File: src/rtl/mbm_pkg.sv
package mbm_pkg;
  typedef enum logic [3:0] {
    ST_IDLE,
    ST_ALO,
    ST_ALO_GAP,
    ST_AHI,
    ST_AHI_GAP,
    ST_DATA,
    ST_CSEL,
    ST_STRB,
    ST_DONE
  } mbm_state_e;
endpackage

File: src/rtl/mbm_phase_timer.sv
module mbm_phase_timer #(
  parameter int PHASE_CYC = 4
) (
  input  logic clk_i,
  input  logic rst_ni,
  input  logic run_i,
  output logic last_o
);
  localparam int PW = $clog2(PHASE_CYC + 1);
  logic [PW-1:0] cnt_q;

  assign last_o = run_i && (cnt_q == PW'(PHASE_CYC - 1));

  always_ff @(posedge clk_i or negedge rst_ni) begin
    if (!rst_ni)                cnt_q <= '0;
    else if (!run_i || last_o)  cnt_q <= '0;
    else                        cnt_q <= cnt_q + 1'b1;
  end

  AST_PHASE_BOUND: assert property (@(posedge clk_i) disable iff (!rst_ni)
    cnt_q < PW'(PHASE_CYC));
endmodule

File: src/rtl/mbm_ack_watch.sv
module mbm_ack_watch #(
  parameter int TIMEOUT_CYC = 50000
) (
  input  logic clk_i,
  input  logic rst_ni,
  input  logic run_i,
  input  logic ack_n_i,
  output logic hit_o,
  output logic expire_o
);
  localparam int TW = $clog2(TIMEOUT_CYC + 1);
  logic [TW-1:0] wait_q;

  assign hit_o    = run_i && !ack_n_i;
  assign expire_o = run_i && ack_n_i && (wait_q == TW'(TIMEOUT_CYC - 1));

  always_ff @(posedge clk_i or negedge rst_ni) begin
    if (!rst_ni)                             wait_q <= '0;
    else if (!run_i || hit_o || expire_o)    wait_q <= '0;
    else                                     wait_q <= wait_q + 1'b1;
  end

  AST_WAIT_BOUND: assert property (@(posedge clk_i) disable iff (!rst_ni)
    wait_q < TW'(TIMEOUT_CYC));
  AST_HIT_EXCL: assert property (@(posedge clk_i) disable iff (!rst_ni)
    !(hit_o && expire_o));
endmodule

File: src/rtl/mbm_space_track.sv
module mbm_space_track (
  input  logic clk_i,
  input  logic rst_ni,
  input  logic accept_i,
  input  logic space_i,
  output logic chg_o
);
  logic last_q;
  logic chg_q;

  always_ff @(posedge clk_i or negedge rst_ni) begin
    if (!rst_ni) begin
      last_q <= 1'b0;
      chg_q  <= 1'b0;
    end else if (accept_i) begin
      chg_q  <= (space_i != last_q);
      last_q <= space_i;
    end
  end

  assign chg_o = chg_q;
endmodule

File: src/rtl/mux_bus_master.sv
module mux_bus_master
  import mbm_pkg::*;
#(
  parameter int DATA_W      = 8,
  parameter int NUM_CS      = 2,
  parameter int PHASE_CYC   = 4,
  parameter int TIMEOUT_CYC = 50000
) (
  input  logic                 clk_i,
  input  logic                 rst_ni,
  input  logic                 req_valid_i,
  output logic                 req_ready_o,
  input  logic [2*DATA_W-1:0]  req_addr_i,
  input  logic                 req_write_i,
  input  logic [DATA_W-1:0]    req_wdata_i,
  input  logic [(NUM_CS>1 ? $clog2(NUM_CS) : 1)-1:0] req_chip_i,
  input  logic                 req_space_i,
  output logic                 done_o,
  output logic [DATA_W-1:0]    done_rdata_o,
  output logic                 done_timeout_o,
  output logic                 done_space_chg_o,
  output logic [DATA_W-1:0]    bus_data_o,
  output logic                 bus_data_oe_o,
  input  logic [DATA_W-1:0]    bus_data_i,
  output logic                 addr_lo_stb_o,
  output logic                 addr_hi_stb_o,
  output logic [NUM_CS-1:0]    cs_n_o,
  output logic                 rd_n_o,
  output logic                 wr_n_o,
  input  logic                 ack_n_i
);
  localparam int ADDR_W = 2 * DATA_W;
  localparam int CSW    = NUM_CS > 1 ? $clog2(NUM_CS) : 1;

  mbm_state_e        state_q, state_d;
  logic [ADDR_W-1:0] addr_q;
  logic [DATA_W-1:0] wdata_q, rdata_q;
  logic [CSW-1:0]    chip_q;
  logic              wr_q, tmo_q;
  logic              accept, ph_run, ph_last, strb, sel, ack_hit, ack_exp;

  assign accept = req_valid_i && (state_q == ST_IDLE);
  assign ph_run = (state_q inside {ST_ALO, ST_ALO_GAP, ST_AHI, ST_AHI_GAP, ST_DATA, ST_CSEL});
  assign strb   = (state_q == ST_STRB);
  assign sel    = (state_q == ST_CSEL) || strb;

  mbm_phase_timer #(.PHASE_CYC(PHASE_CYC)) u_phase (
    .clk_i (clk_i), .rst_ni (rst_ni), .run_i (ph_run), .last_o (ph_last)
  );

  mbm_ack_watch #(.TIMEOUT_CYC(TIMEOUT_CYC)) u_ack (
    .clk_i (clk_i), .rst_ni (rst_ni), .run_i (strb), .ack_n_i (ack_n_i),
    .hit_o (ack_hit), .expire_o (ack_exp)
  );

  mbm_space_track u_space (
    .clk_i (clk_i), .rst_ni (rst_ni), .accept_i (accept),
    .space_i (req_space_i), .chg_o (done_space_chg_o)
  );

  always_comb begin
    state_d = state_q;
    unique case (state_q)
      ST_IDLE:    if (req_valid_i) state_d = ST_ALO;
      ST_ALO:     if (ph_last) state_d = ST_ALO_GAP;
      ST_ALO_GAP: if (ph_last) state_d = ST_AHI;
      ST_AHI:     if (ph_last) state_d = ST_AHI_GAP;
      ST_AHI_GAP: if (ph_last) state_d = ST_DATA;
      ST_DATA:    if (ph_last) state_d = ST_CSEL;
      ST_CSEL:    if (ph_last) state_d = ST_STRB;
      ST_STRB:    if (ack_hit || ack_exp) state_d = ST_DONE;
      ST_DONE:    state_d = ST_IDLE;
      default:    state_d = ST_IDLE;
    endcase
  end

  always_ff @(posedge clk_i or negedge rst_ni) begin
    if (!rst_ni) begin
      state_q <= ST_IDLE;
      addr_q  <= '0;
      wdata_q <= '0;
      chip_q  <= '0;
      wr_q    <= 1'b0;
      rdata_q <= '0;
      tmo_q   <= 1'b0;
    end else begin
      state_q <= state_d;
      if (accept) begin
        addr_q  <= req_addr_i;
        wdata_q <= req_wdata_i;
        chip_q  <= req_chip_i;
        wr_q    <= req_write_i;
      end
      if (ack_hit) begin
        rdata_q <= bus_data_i;
        tmo_q   <= 1'b0;
      end else if (ack_exp) begin
        rdata_q <= '0;
        tmo_q   <= 1'b1;
      end
    end
  end

  always_comb begin
    bus_data_o    = '0;
    bus_data_oe_o = 1'b0;
    unique case (state_q)
      ST_ALO, ST_ALO_GAP: begin
        bus_data_o    = addr_q[DATA_W-1:0];
        bus_data_oe_o = 1'b1;
      end
      ST_AHI, ST_AHI_GAP: begin
        bus_data_o    = addr_q[ADDR_W-1:DATA_W];
        bus_data_oe_o = 1'b1;
      end
      ST_DATA, ST_CSEL, ST_STRB: begin
        bus_data_o    = wr_q ? wdata_q : '0;
        bus_data_oe_o = wr_q;
      end
      default: ;
    endcase
  end

  for (genvar i = 0; i < NUM_CS; i++) begin : g_cs
    assign cs_n_o[i] = !(sel && (chip_q == CSW'(i)));
  end

  assign addr_lo_stb_o  = (state_q == ST_ALO);
  assign addr_hi_stb_o  = (state_q == ST_AHI);
  assign rd_n_o         = !(strb && !wr_q);
  assign wr_n_o         = !(strb && wr_q);
  assign req_ready_o    = (state_q == ST_IDLE);
  assign done_o         = (state_q == ST_DONE);
  assign done_rdata_o   = rdata_q;
  assign done_timeout_o = tmo_q;

  AST_IDLE_QUIET: assert property (@(posedge clk_i) disable iff (!rst_ni)
    req_ready_o |-> (&cs_n_o && rd_n_o && wr_n_o && !bus_data_oe_o));
  AST_LATCH_EXCL: assert property (@(posedge clk_i) disable iff (!rst_ni)
    !(addr_lo_stb_o && addr_hi_stb_o));
  AST_CS_SINGLE: assert property (@(posedge clk_i) disable iff (!rst_ni)
    $countones(~cs_n_o) <= 1);
  AST_STROBE_NEEDS_CS: assert property (@(posedge clk_i) disable iff (!rst_ni)
    (!rd_n_o || !wr_n_o) |-> !(&cs_n_o));
  AST_STROBE_EXCL: assert property (@(posedge clk_i) disable iff (!rst_ni)
    !(!rd_n_o && !wr_n_o));
  AST_NO_DRIVE_RD: assert property (@(posedge clk_i) disable iff (!rst_ni)
    !rd_n_o |-> !bus_data_oe_o);
  AST_DONE_RELEASE: assert property (@(posedge clk_i) disable iff (!rst_ni)
    done_o |-> (&cs_n_o && rd_n_o && wr_n_o));
  AST_BUSY_HOLD: assert property (@(posedge clk_i) disable iff (!rst_ni)
    (!req_ready_o && !done_o) |=> !req_ready_o);
  AST_DONE_PULSE: assert property (@(posedge clk_i) disable iff (!rst_ni)
    done_o |=> (!done_o && req_ready_o));
endmodule

File: config.mk
export PLATFORM = sky130hd
export DESIGN_NAME = mux_bus_master
export DESIGN_NICKNAME = d
export VERILOG_FILES = /design/src/rtl/mbm_pkg.sv /design/src/rtl/mbm_phase_timer.sv /design/src/rtl/mbm_ack_watch.sv /design/src/rtl/mbm_space_track.sv /design/src/rtl/mux_bus_master.sv
export SDC_FILE = /design/constraint.sdc
export NUM_CORES = 1
export LEC_CHECK = 0
export ABC_AREA = 1
export BUFFER_PORTS_ARGS = -buffer_cell sky130_fd_sc_hd__clkbuf_2
export CELL_PAD_IN_SITES_DETAIL_PLACEMENT = 1
export CELL_PAD_IN_SITES_GLOBAL_PLACEMENT = 1
export CORE_MARGIN = 5
export CORE_UTILIZATION = 35
export CTS_BUF_LIST = sky130_fd_sc_hd__clkbuf_4 sky130_fd_sc_hd__clkbuf_8
export CTS_CLUSTER_SIZE = 8
export DETAILED_ROUTE_END_ITERATION = 7
export PLACE_DENSITY_LB_ADDON = 0.1
export SLEW_MARGIN = 5
export SYNTH_ARGS = -nofsm -noshare
export SYNTH_HDL_FRONTEND = slang
export SYNTH_SLANG_ARGS = --single-unit
File: constraint.sdc
create_clock -name clk_i -period 3.05 [get_ports clk_i]
set_input_delay 0.1525 -clock clk_i [delete_from_list [all_inputs] [get_ports clk_i]]
set_output_delay 0.1525 -clock clk_i [all_outputs]
set_load 0.02 [all_outputs]
==> flow_metrics.env, run 1 <==
export IMPL_ys_flop_type="dfrtp_1"
export IMPL_regArea_mm2=0.00150
export IMPL_synth_top_cell_area_share_pct=50.9
export IMPL_drt_iter0_drc=76
export IMPL_drc_errors=0
export IMPL_dieArea_mm2=0.0104
export IMPL_use_met3_pct=4.71
export IMPL_yosysUniqueCellTypes=27
export IMPL_core_area_mm2=0.00822
export IMPL_clk_pin_slew_ps=70
export IMPL_overflow=0
export IMPL_ys_warnings_count=0
export IMPL_layout_drive_gt1_share_pct=23.1
export IMPL_numClockSinks=60
export IMPL_seq_area_frac_synth_pct=50.9
export IMPL_arrival_ps=1920
export IMPL_hold_slack_ps=-17.1
export IMPL_place_gp_congestion=0.785
export IMPL_top_usage_layer="met2"
export IMPL_syn_avg_cell_area_um2=7.91
export IMPL_cts_buffer_depth=2
export IMPL_fin_skew_ps=10.2
export IMPL_root_buffer="clkbuf_8"
export IMPL_yosys_area_share_simple_pct=36.6
export IMPL_grt_usage_pct=15.7
export IMPL_wl_um=7400
export IMPL_cp_end_kind="primary output"
export IMPL_path_common_cell="nand2_1"
export IMPL_cp_max_fo=9
export IMPL_drtAntennaViolNets=0
export IMPL_multi_input_area_mm2=0.00128
export IMPL_powerDensity_mw_per_mm2=883
export IMPL_core_rowCount=33
export IMPL_hpwl_um=5360
export IMPL_hold_viol=21
export IMPL_synth_xor_area_share_pct=2.37
export IMPL_use_met2_pct=24.0
export IMPL_worstMarginPinSlew_ps=783
export IMPL_yosys_register_bits=60
export IMPL_cp_slowest_stage_delay_ps=460
export IMPL_grt_use_met1_pct=21.0
export IMPL_syn_num_nets=415
export IMPL_rsz0062_at_grt="false"
export IMPL_synthMuxAreaShare_pct=0
export IMPL_setup_violations=0
export IMPL_yosys_area_top_type="dfrtp_1"
export IMPL_async_flop_share_pct=100
export IMPL_htreeDepth=3
export IMPL_cpMaxStageDelayCell="dfrtp_1"
export IMPL_period_needed_ps=2070
export IMPL_synth_adder_area_share_pct=1.27
export IMPL_cts_buffers=9
export IMPL_antenna_found_initial=0
export IMPL_synth_edf_count=0
export IMPL_path_cells="inv_1 > nand2_1 > nand3_1 > nor2_2 > nand2_1 > nand2_1 > clkbuf_2"
export IMPL_max_slew_margin_pct=47.8
export IMPL_postCtsSetupBuffers=0
export IMPL_nFillCells=1066
export IMPL_fin_nets=491
export IMPL_cap_viol_max_count=0
export IMPL_critPathBufInv=2
export IMPL_violations="hold timing"
export IMPL_cp_required_ps=2900
export IMPL_ir_worst_vdd_mv=0.371
export IMPL_cts_tree="done"
export IMPL_start_util_pct=35.9
export IMPL_final_max_slew_viol_count=0
export IMPL_drt_pre_antenna_iters=4
export IMPL_clock_fmax_ghz=0.483
export IMPL_final_util_pct=43.9
export IMPL_vias_per_cell=4.55
export IMPL_dpl_cell_area_mm2=0.00336
export IMPL_grt_max_degree=61
export IMPL_critPathLaunchType="flop"
export IMPL_synthTopCellsByArea="dfrtp_1 51%, nand2_1 21%, nor2_1 4.8%"
export IMPL_cp_top_family="simple AND/OR/NAND/NOR gates"
export IMPL_yosysMostFrequentCell="nand2_1"
export IMPL_syn_area_mm2=0.00295
export IMPL_synth_compound_area_share_pct=3.05
export IMPL_synth_top_family_by_area="simple AND/OR/NAND/NOR gates"
export IMPL_status="finished, violations left"
export IMPL_synthTopCellsByCount="165 x nand2_1, 60 x dfrtp_1, 38 x nor2_1"
export IMPL_hold_class="input port to asynchronous set/reset pin"
export IMPL_synthToLayoutAreaGrowth_pct=22.3
export IMPL_postLayoutCellArea_mm2=0.00361
export IMPL_vias=2546
export IMPL_io_buffers=65
export IMPL_wl_per_cell_um=13.2
export IMPL_fin_tns_setup_ps=0
export IMPL_grt_pass1_vias=2697
export IMPL_min_period_over_period_pct=67.9
export IMPL_clock_latency_ps=330
export IMPL_die_h_um=102
export IMPL_grt_pass1_wl_um=12600
export IMPL_p_leak_nw=1.92
export IMPL_die_w_um=102
export IMPL_num_io_pins=66
export IMPL_n_antenna_cell=0
export IMPL_criticalPathCategory="flop to primary output"
export IMPL_synthCells=373
per-stage QoR:
step	setup WS, ps	cells	hold slack [ps]	total power, mW
2_1_floorplan	1650	373	-143	2.14
3_3_place_gp	1190	537	347	2.50
3_5_place_dp	1140	537	352	2.54
4_1_cts	922	556	3.42	3.25
5_1_grt	726	559	0.818	3.48
6_report	980	559	-17.1	3.19
logic make-up (layout without fill, tap and decap cells):
kind of cell / after synthesis / in the layout
AOI/OAI and AO/OA: 12 / 12
buffers and inverters: 37 / 118
adders and majority gates: 3 / 3
xor gates and xnor gates: 8 / 8
DFF: 60 / 60
and+or+nand+nor: 253 / 253
worst paths after layout:
check / startpoint / to / slack [ps] / cells after the start
setup reg to reg: state_q[2] / wdata_q[6] / 1200 / 7
setup / recovery: state_q[1] / bus_data_o[3] / 980 / 7
min in group clk_i: req_addr_i[7] / addr_q[7] / 20 / 3
hold reg to reg: u_phase.cnt_q[0] / u_phase.cnt_q[0] / 440 / 1
max in group asynchronous: rst_ni / addr_q[3] / 2540 / 2
hold / removal: rst_ni / u_ack.wait_q[13] / -20 / 2
final cells by class:
cell class | count | area share, %
repair buffers | 72 | 10.9
flip-flops and latches | 60 | 41.6
clock inverters | 1 | 0.139
inverters | 30 | 3.12
multi-input cells | 276 | 35.4
clock buffers | 15 | 5.20
well taps | 105 | 3.64
power breakdown:
| group | switching (mW) | leakage [nW] | internal, mW |
|---|---|---|---|
| sequential | 0.175 | 0.778 | 1.06 |
| combinational | 0.848 | 1.04 | 0.416 |
| clock | 0.301 | 0.104 | 0.389 |
what timing repair did:
action,4_1_cts,5_1_grt
hold buffers,3,3
hold endpoints to repair,3,3
resized for setup,0,0
layout by cell type (no fill, tap or decap), drive strengths merged, types with 2 or more instances in the layout:
master,synthesis,final
nand2,170,170
clkbuf,0,80
dfrtp,60,60
nor2,47,47
inv,30,30
nand3,27,27
nor3,6,6
a22oi,6,6
xor2,6,6
dlygate4sd3,0,6
a21oi,4,4
ha,3,3
xnor2,2,2
o21ai,2,2
worst reg2reg max path, cell delays in order (launching register included):
cell and delay [ps]:
dfrtp_1 480, nor2_4 150, nand2_1 90, inv_2 70, nand2_2 310, inv_2 500
nand2_1 110, nand2_1 90
flip-flops by register name, indices dropped and copies added (netlist names):
register and cells:
done_timeout_o 1, u_ack.wait_q 16, chip_q 1, done_rdata_o 8, state_q 4, wdata_q 8, u_space.last_q 1, u_space.chg_o 1
u_phase.cnt_q 3, addr_q 16, wr_q 1
layer usage:
metal	wire (µm)	vias to the layer above	part of all wire, %
li1	-	1300	-
met1	3590	1196	48
met2	3390	44	46
met3	344	6	4.7
met4	78	0	1.1
met5	0	-	0
Note: power is estimated with default switching activity, not from simulation.
==> run 2, diff against run 1 <==
- clock period: 3.05 -> 2.1 ns (I/O delays scaled with it)
==> flow_metrics.env, run 2 (synthesized netlist as in run 1, its figures left out) <==
export IMPL_grt_max_degree=61
export IMPL_drtAntennaViolNets=0
export IMPL_die_w_um=102
export IMPL_nFillCells=1042
export IMPL_clock_latency_ps=330
export IMPL_fin_tns_setup_ps=0
export IMPL_rr_worst_depth=10
export IMPL_layout_drive_gt1_share_pct=22.9
export IMPL_synthToLayoutAreaGrowth_pct=33.2
export IMPL_ir_worst_vdd_mv=0.444
export IMPL_cts_buffers=9
export IMPL_core_rowCount=33
export IMPL_drt_pre_antenna_iters=4
export IMPL_cp_num_cells=6
export IMPL_rsz0062_at_grt="false"
export IMPL_grt_pass1_wl_um=13900
export IMPL_cpMaxStageDelayCell="dfrtp_1"
export IMPL_final_max_slew_viol_count=0
export IMPL_vias=2748
export IMPL_status="complete, no violations"
export IMPL_min_period_over_period_pct=91.7
export IMPL_setup_violations=0
export IMPL_clock_fmax_ghz=0.519
export IMPL_cp_slowest_stage_delay_ps=490
export IMPL_reg2reg_slack_ps=330
export IMPL_overflow=0
export IMPL_path_cells="inv_1 > nand2_1 > o21ai_4 > a22oi_1 > nand2_1 > clkbuf_2"
export IMPL_hpwl_um=5650
export IMPL_arrival_ps=1820
export IMPL_worstMarginPinSlew_ps=454
export IMPL_cp_top_family="flip-flops"
export IMPL_m1WireLength_um=3760
export IMPL_io_buffers=65
export IMPL_clk_pin_slew_ps=70
export IMPL_grt_pass1_vias=2935
export IMPL_hold_viol=0
export IMPL_num_io_pins=66
export IMPL_die_h_um=102
export IMPL_postCtsSetupBuffers=0
export IMPL_htreeDepth=3
export IMPL_cts_tree="done"
export IMPL_place_gp_congestion=0.777
export IMPL_period_needed_ps=1930
export IMPL_numClockSinks=60
export IMPL_powerDensity_mw_per_mm2=1200
export IMPL_r2r_end="state_q[0]"
export IMPL_reg_largest_list="addr_q x16, u_ack.wait_q x16"
export IMPL_cap_viol_max_count=0
export IMPL_critPathCapture="bus_data_o[5]"
export IMPL_final_cell_mix="165 x nand2_1, 65 x clkbuf_2, 58 x dfrtp_1"
export IMPL_criticalPathCategory="flop to primary output"
export IMPL_wl_um=8070
export IMPL_core_area_mm2=0.00822
export IMPL_final_common_cell="nand2_1"
export IMPL_wl_per_cell_um=13.7
export IMPL_r2r_start="u_ack.wait_q[0]"
export IMPL_critPathLaunchType="flop"
export IMPL_fin_skew_ps=10.2
export IMPL_fin_nets=522
export IMPL_max_slew_margin_pct=69.7
export IMPL_grt_usage_pct=16.9
export IMPL_root_buffer="clkbuf_8"
export IMPL_dieArea_mm2=0.0104
export IMPL_final_util_pct=47.8
export IMPL_wl_met2_um=3920
export IMPL_path_common_cell="nand2_1"
export IMPL_wl_met3_um=286
export IMPL_vias_per_cell=4.66
export IMPL_n_antenna_cell=0
export IMPL_antenna_found_initial=0
export IMPL_p_leak_nw=2.05
export IMPL_cp_max_fo=9
export IMPL_hold_slack_ps=4.60
export IMPL_drt_iter0_drc=97
export IMPL_drc_errors=0
export IMPL_cp_required_ps=2000
export IMPL_critPathLaunch="state_q[3]"
export IMPL_start_util_pct=35.9
export IMPL_hold_class="input port to flop"
export IMPL_cts_buffer_depth=2
export IMPL_cp_end_kind="primary output"
export IMPL_top_layer="met4"
export IMPL_critPathBufInv=2
## run 2: how the worst min path moves through the flow
stage,startpoint,slack (ps),endpoint,cells after the start
5_1_grt,req_chip_i,30,chip_q,3
6_report,req_chip_i,5,chip_q,3
3_5_place_dp,rst_ni,150,u_ack.wait_q[13],2
3_3_place_gp,rst_ni,150,u_ack.wait_q[13],2
4_1_cts,req_chip_i,3,chip_q,3
2_1_floorplan,rst_ni,-190,addr_q[0],0
## run 2: metrics by stage
stage / instance area (µm²) / power [mW] / setup slack, ps / instances
floorplan: 2950 / 3.10 / 696 / 373
global placement: 3380 / 3.64 / 428 / 538
detailed placement: 3380 / 3.71 / 339 / 538
CTS: 3900 / 4.71 / 34.9 / 589
global route: 3930 / 5.11 / 33.4 / 590
finish: 3930 / 4.72 / 175 / 590
## run 2: layer usage
metal	vias up	track usage, %
li1	1369	-
met1	1316	21.7
met2	50	28.9
met3	13	3.07
met4	0	5.55
met5	-	0
## run 2: repair_timing
item	CTS	global route
hold endpoints to repair	94	0
setup endpoints to repair	0	9
hold buffers	35	0
resized for setup	0	7
## run 2: where the power goes
part | leakage (nW) | switching (mW) | total (mW) | internal, mW
logic | 1.18 | 1.30 | 1.98 | 0.679
clock network | 0.0923 | 0.459 | 0.924 | 0.465
registers | 0.776 | 0.272 | 1.81 | 1.54
total | 2.05 | 2.03 | 4.72 | 2.69
## run 2: layout make-up
class	instances	area, µm²	share of cell area (%)
Sequential cell	60	1500	38.3
Inverter	30	113	2.87
Tap cell	105	131	3.34
Timing Repair Buffer	102	703	17.9
Multi-Input combinational cell	277	1310	33.2
Clock buffer	11	145	3.69
Clock inverter	5	27.5	0.700
## run 2: tightest hold or removal path, delay by kind of cell
kind	cells	cell delay, ps
AND/OR/NAND/NOR	2	100
buffers and inverters	1	90
